`src/rtl/lptx_pkg.sv`:
```
package lptx_pkg;
    localparam int unsigned WORD_W = 32;
    localparam int unsigned KEEP_W = WORD_W / 8;
    localparam logic [WORD_W-1:0] NOP_WORD = '0;
    localparam logic [7:0] PAD_BYTE = 8'h00;

    typedef logic [WORD_W-1:0] word_t;

    typedef struct packed {
        logic  ctl;
        word_t word;
        logic  len_err;
    } beat_t;

    localparam beat_t NOP_BEAT = '{ctl: 1'b1, word: NOP_WORD, len_err: 1'b0};

    function automatic word_t pad_word(word_t w, logic [KEEP_W-1:0] keep);
        word_t r;
        for (int i = 0; i < int'(KEEP_W); i++)
            r[8*i +: 8] = keep[i] ? w[8*i +: 8] : PAD_BYTE;
        return r;
    endfunction
endpackage

```
`src/rtl/lptx_ctl_slot.sv`:
```
module lptx_ctl_slot
    import lptx_pkg::*;
#(
    parameter int unsigned CTL_MAX = 3,
    parameter int unsigned CIDX_W  = 2,
    parameter int unsigned DLEN_W  = 4
) (
    input  logic                      clk,
    input  logic                      rst,
    input  logic                      load,
    input  logic [CTL_MAX*WORD_W-1:0] pkt,
    input  logic [CIDX_W-1:0]         len_m1,
    input  logic                      has_data,
    input  logic [DLEN_W-1:0]         dlen_m1,
    input  logic                      adv,
    output logic                      busy,
    output word_t                     cur_word,
    output logic                      owe_set,
    output logic [DLEN_W-1:0]         owe_len
);
    localparam logic [CIDX_W-1:0] LAST_MAX = CIDX_W'(CTL_MAX - 1);

    word_t [CTL_MAX-1:0] store_q;
    logic [CIDX_W-1:0]   idx_q, last_q, len_c;
    logic                hd_q;
    logic [DLEN_W-1:0]   dl_q;

    assign len_c = (len_m1 > LAST_MAX) ? LAST_MAX : len_m1;

    always_ff @(posedge clk) begin
        if (rst) begin
            busy    <= 1'b0;
            idx_q   <= CIDX_W'(1);
            last_q  <= '0;
            hd_q    <= 1'b0;
            dl_q    <= '0;
            store_q <= '0;
        end else if (load) begin
            store_q <= pkt;
            idx_q   <= CIDX_W'(1);
            last_q  <= len_c;
            busy    <= (len_c != '0);
            hd_q    <= has_data;
            dl_q    <= dlen_m1;
        end else if (adv) begin
            idx_q <= idx_q + CIDX_W'(1);
            if (idx_q == last_q)
                busy <= 1'b0;
        end
    end

    assign cur_word = store_q[idx_q];
    assign owe_set  = (load && len_c == '0 && has_data) || (adv && idx_q == last_q && hd_q);
    assign owe_len  = load ? dlen_m1 : dl_q;
endmodule

```
`src/rtl/lptx_data_track.sv`:
```
module lptx_data_track #(
    parameter int unsigned DLEN_W = 4
) (
    input  logic              clk,
    input  logic              rst,
    input  logic              owe_set,
    input  logic [DLEN_W-1:0] owe_len,
    input  logic              take,
    input  logic              last_in,
    output logic              owed,
    output logic              len_err
);
    logic [DLEN_W-1:0] left_q;

    always_ff @(posedge clk) begin
        if (rst) begin
            owed   <= 1'b0;
            left_q <= '0;
        end else if (owe_set) begin
            owed   <= 1'b1;
            left_q <= owe_len;
        end else if (take) begin
            if (left_q == '0)
                owed <= 1'b0;
            else
                left_q <= left_q - DLEN_W'(1);
        end
    end

    assign len_err = take && (last_in != (left_q == '0));
endmodule

```
`src/rtl/lptx_out_reg.sv`:
```
module lptx_out_reg
    import lptx_pkg::*;
(
    input  logic  clk,
    input  logic  rst,
    input  beat_t nxt,
    output beat_t cur
);
    always_ff @(posedge clk) begin
        if (rst)
            cur <= NOP_BEAT;
        else
            cur <= nxt;
    end
endmodule

```
`src/rtl/link_pkt_tx.sv`:
```
module link_pkt_tx
    import lptx_pkg::*;
#(
    parameter int unsigned CTL_MAX = 3,
    parameter int unsigned DLEN_W  = 4,
    localparam int unsigned CIDX_W = (CTL_MAX > 1) ? $clog2(CTL_MAX) : 1
) (
    input  logic                      clk,
    input  logic                      rst,
    input  logic                      ctl_valid,
    output logic                      ctl_ready,
    input  logic [CTL_MAX*WORD_W-1:0] ctl_pkt,
    input  logic [CIDX_W-1:0]         ctl_len_m1,
    input  logic                      ctl_has_data,
    input  logic [DLEN_W-1:0]         ctl_dlen_m1,
    input  logic                      dat_valid,
    output logic                      dat_ready,
    input  logic [WORD_W-1:0]         dat_word,
    input  logic [KEEP_W-1:0]         dat_keep,
    input  logic                      dat_last,
    output logic [WORD_W-1:0]         tx_word,
    output logic                      tx_ctl,
    output logic                      tx_len_err
);
    logic              slot_busy, owe_set, owed, len_err_now, ctl_go, dat_go;
    logic [DLEN_W-1:0] owe_len;
    word_t             slot_word;
    beat_t             nxt_beat, cur_beat;

    assign ctl_ready = !slot_busy && !(ctl_has_data && owed);
    assign ctl_go    = ctl_valid && ctl_ready;
    assign dat_ready = owed && !slot_busy && !ctl_go;
    assign dat_go    = dat_valid && dat_ready;

    lptx_ctl_slot #(.CTL_MAX(CTL_MAX), .CIDX_W(CIDX_W), .DLEN_W(DLEN_W)) slot_i (
        .clk(clk), .rst(rst), .load(ctl_go), .pkt(ctl_pkt), .len_m1(ctl_len_m1),
        .has_data(ctl_has_data), .dlen_m1(ctl_dlen_m1), .adv(slot_busy),
        .busy(slot_busy), .cur_word(slot_word), .owe_set(owe_set), .owe_len(owe_len)
    );

    lptx_data_track #(.DLEN_W(DLEN_W)) track_i (
        .clk(clk), .rst(rst), .owe_set(owe_set), .owe_len(owe_len),
        .take(dat_go), .last_in(dat_last), .owed(owed), .len_err(len_err_now)
    );

    always_comb begin
        nxt_beat = NOP_BEAT;
        if (slot_busy)
            nxt_beat = '{ctl: 1'b1, word: slot_word, len_err: 1'b0};
        else if (ctl_go)
            nxt_beat = '{ctl: 1'b1, word: ctl_pkt[WORD_W-1:0], len_err: 1'b0};
        else if (dat_go)
            nxt_beat = '{ctl: 1'b0, word: pad_word(dat_word, dat_keep), len_err: len_err_now};
    end

    lptx_out_reg out_i (.clk(clk), .rst(rst), .nxt(nxt_beat), .cur(cur_beat));

    assign tx_word    = cur_beat.word;
    assign tx_ctl     = cur_beat.ctl;
    assign tx_len_err = cur_beat.len_err;
endmodule

```
`config.mk`:
```
export PLATFORM = sky130hd
export DESIGN_NAME = link_pkt_tx
export DESIGN_NICKNAME = d
export VERILOG_FILES = /design/src/rtl/lptx_pkg.sv /design/src/rtl/lptx_ctl_slot.sv /design/src/rtl/lptx_data_track.sv /design/src/rtl/lptx_out_reg.sv /design/src/rtl/link_pkt_tx.sv
export SDC_FILE = /design/constraint.sdc
export NUM_CORES = 1
export LEC_CHECK = 0
export BUFFER_PORTS_ARGS = -buffer_cell sky130_fd_sc_hd__buf_2
export CORE_MARGIN = 2
export CORE_UTILIZATION = 30
export CTS_CLUSTER_DIAMETER = 40
export DETAILED_ROUTE_END_ITERATION = 8
export GPL_TIMING_DRIVEN = 1
export PLACE_DENSITY = 0.58
export SLEW_MARGIN = 25
export SYNTH_ARGS = -nofsm -noshare
export SYNTH_HDL_FRONTEND = slang
export SYNTH_HIERARCHICAL = 1
export SYNTH_SLANG_ARGS = --single-unit
```
`constraint.sdc`:
```
create_clock -name clk -period 3.13 [get_ports clk]
set_input_delay 0.313 -clock clk [delete_from_list [all_inputs] [get_ports clk]]
set_output_delay 0.313 -clock clk [all_outputs]
set_load 0.03 [all_outputs]
```
==> out/qor.csv <==
stage,metric,value,unit
global_routing,grt_pass1_vias,5099,
yosys,synth-edff-count,0,
global_routing,grt-ovfl-total,0,
routing,drt_wl_total,18000,um
worst_setup_path,cp_cell_sequence,nand2b_4 > nor2_1 > and2_1 > or4bb_1 > o21ai_0 > and3_1 > nor2b_1,
worst_setup_path,cp-end-kind,register,
sta,rsz0062_at_grt,no,
placement,dp_hpwl,12300,um
routing,drt_first_pass_iters,4,
pwr,seqPwrFrac,41.8,%
yosys,synth_cells,655,
worst_setup_path,cp.arrival,2590,ps
worst_setup_path,criticalPathCategory,register to register,
sta,final_max_slew_viol_count,0,
yosys,synth_ff_type,dfxtp_1,
worst_setup_path,critPathBufInv,0,
pwr,sw_frac_of_total,25.5,%
routing,detail_route.wl_per_cell,16.2,um
final_layout,multi_input_area,0.00324,mm2
sta,setup-tns-final,0,ps
floorplan,die_w,151,um
worst_setup_path,crit_required,3480,ps
yosys,synth-seq-area-share,44.8,%
routing,ant_nets,0,
yosys,syn_avg_cell_area,9.89,um2
sta,clock_skew,6.33,ps
floorplan,die_y,151,um
final_layout,drive_above_1_share,29.5,%
sta,timing.fmax,446,MHz
placement,gp_congestion,0.757,
routing,viasPerCell,4.67,
clocking,cts_setup_buffers,0,
pwr,leakagePower,0.00385,uW
routing,drt_iter0_markers,177,
clocking,cts_tree,yes,
global_routing,grt_util_all_layers,15.9,%
final_layout,syn_to_final_growth,25.4,%
pwr,peakVddDrop,0.000328,V
routing,detailroute.via_count,5179,
yosys,synth_mux_area_share,20.8,%
final_layout,fill_cells,2169,
floorplan,io-pin-count,180,
clocking,cts_sinks,145,
global_routing,grt_start_max_net_pins,45,
yosys,synth.ff_latch_count,145,
yosys,synth_top_family_by_area,multiplexers,
pwr,comb_power_share,14.1,%
worst_setup_path,path_delay_family,simple AND/OR/NAND/NOR gates,
pwr,p_total,4910,uW
floorplan,num_rows,53,
yosys,synthAdderAreaFrac,0.193,%
pwr,p_switching,1250,uW
yosys,async_reset_ff_share,0,%
worst_setup_path,critPathMaxFanout,18,
floorplan,initial_utilization,30.7,%
sta,finalSetupViolCount,0,
floorplan,core,0.0211,mm2
clocking,cts_root_buf,clkbuf_16,
placement,port_buffers,179,
pwr,clkPwrFrac,44.1,%
floorplan,die_area,0.0228,mm2
final_layout,seqCellArea,0.00291,mm2
global_routing,antenna_found_initial,4,
placement,place_area,0.00749,mm2
final_layout,finalInstanceArea,0.00813,mm2
clocking,clk_latency,420,ps
sta,period_needed,2240,ps
routing,drc_errors,0,
yosys,synth_compound_area_share,9.56,%
flow_run,drv_cap,0,
yosys,synth_cell_type_count,49,
pwr,p_int,3660,uW
sta,worst_slew_pin_slew,899,ps
sta,slew_headroom,39.9,%
sta,hold_viol_final,0,
clocking,clk_pin_slew,60,ps
sta,fin_crit_sh,71.6,%
yosys,synth_nets,800,
yosys,synthSimpleGateAreaFrac,18.8,%
final_layout,final_cell_mix,"178 x buf_2, 142 x dfxtp_1, 130 x mux2i_1, 105 x nor2_1, 41 x nand2_1",
clocking,cts_buffers,17,
run_status,status,completed,
clocking,cts-resized-gates,0,
clocking,hold_buffers,0,
pwr,powerDensity,604,mW/mm2
global_routing,grt_first_pass_wirelength,27600,um
yosys,synth_area,0.00648,mm2
yosys,ys_warn_count,6,
final_layout,fin_nets,963,
yosys,synth_xor_area_share,0.541,%
worst_setup_path,crit_slowest_cell,dfxtp_2,
final_layout,layout_commonest_cell,buf_2,
worst_setup_path,critPathMaxStageDelay,470,ps
worst_setup_path,critPathLaunchType,register,
min_path,min-delay-path-class,input pin to register,
clocking,htreeDepth,4,
clocking,cts_buffer_depth,2,
-- power by group through the flow --
stage          Clock [uW]  Sequential [uW]  Combinational (uW)
2_1_floorplan           0             2110                 475
3_3_place_gp            0             2090                 696
5_1_grt              2290             2070                 761
4_1_cts              2220             2060                 701
3_5_place_dp            0             2090                 699
6_report             2160             2050                 693
-- cells in the mapped netlist, drive strengths merged (2+ instances only) --
cell type	n	share of area [%]
buf	35	4.4
inv	3	0.17
o21ai	33	2.5
dfxtp	145	45
a21oi	5	0.56
nand2b	3	0.41
mux2	4	0.70
nand3	3	0.23
nor3	6	1.2
nand2	42	2.5
clkbuf	13	0.75
and2	2	0.19
and2b	2	0.27
mux2i	130	20
nor2	105	6.1
nor2b	37	3.6
xnor2	3	0.41
a221o	32	4.9
and3	33	3.2
-- metrics by stage --
stage,util [%],std cells,hold slack (ps),setup slack [ps]
floorplan,-,655,382,647
detailed placement,35.5,1074,472,892
CTS,38.5,1106,106,869
global placement,35.5,1074,468,901
global route,38.5,1107,118,755
finish,38.5,1108,125,888
-- routing by layer --
metal	part of all wire, %	vias up	track usage [%]
met2	46	148	26.5
li1	-	2615	-
met1	45	2394	19.7
met4	1.1	2	5.09
met3	6.9	20	4.76
met5	0.072	-	0
-- final timing paths --
check        slack [ps]  cells past startpoint              from                 end
max                 890                      7       slot_i/busy        out_i/cur[0]
max reg2reg         890                      7       slot_i/busy        out_i/cur[0]
min reg2reg         480                      2  slot_i/last_q[0]    slot_i/last_q[0]
min                 130                      3       ctl_pkt[42]  slot_i/store_q[42]
-- cells by family (layout without fill, tap and decap cells) --
logic type      Yosys count  in the layout
other cells               0              2
xor+xnor                  4              4
simple gates            241            241
mux                     134            134
fa+ha+maj                 1              1
buf+inv                  51            227
compound gates           79             79
flops                   145            145
-- registers in the layout, summed over array words and instances, names as in the netlist --
signal and count:
track_i/left_q 4, slot_i/idx_q 2, slot_i/store_q 96, slot_i/dl_q 4
slot_i/last_q 2, slot_i/busy 1, out_i/cur 34, track_i/owed 1
slot_i/hd_q 1
-- worst min-delay path, cell delays in order --
cell     delay [ps]
buf_2            70
mux2i_1          50
nor2_1           70
-- final cells by class --
class	count	share of cell area, %
antenna	2	0.0616
clock buffer	24	6.17
clock inverter	8	1.54
inverter	3	0.139
multi-input combinational	459	39.8
sequential	145	35.8
tap	275	4.23
timing repair buffer	192	12.3
(Power assumes the default switching activity.)
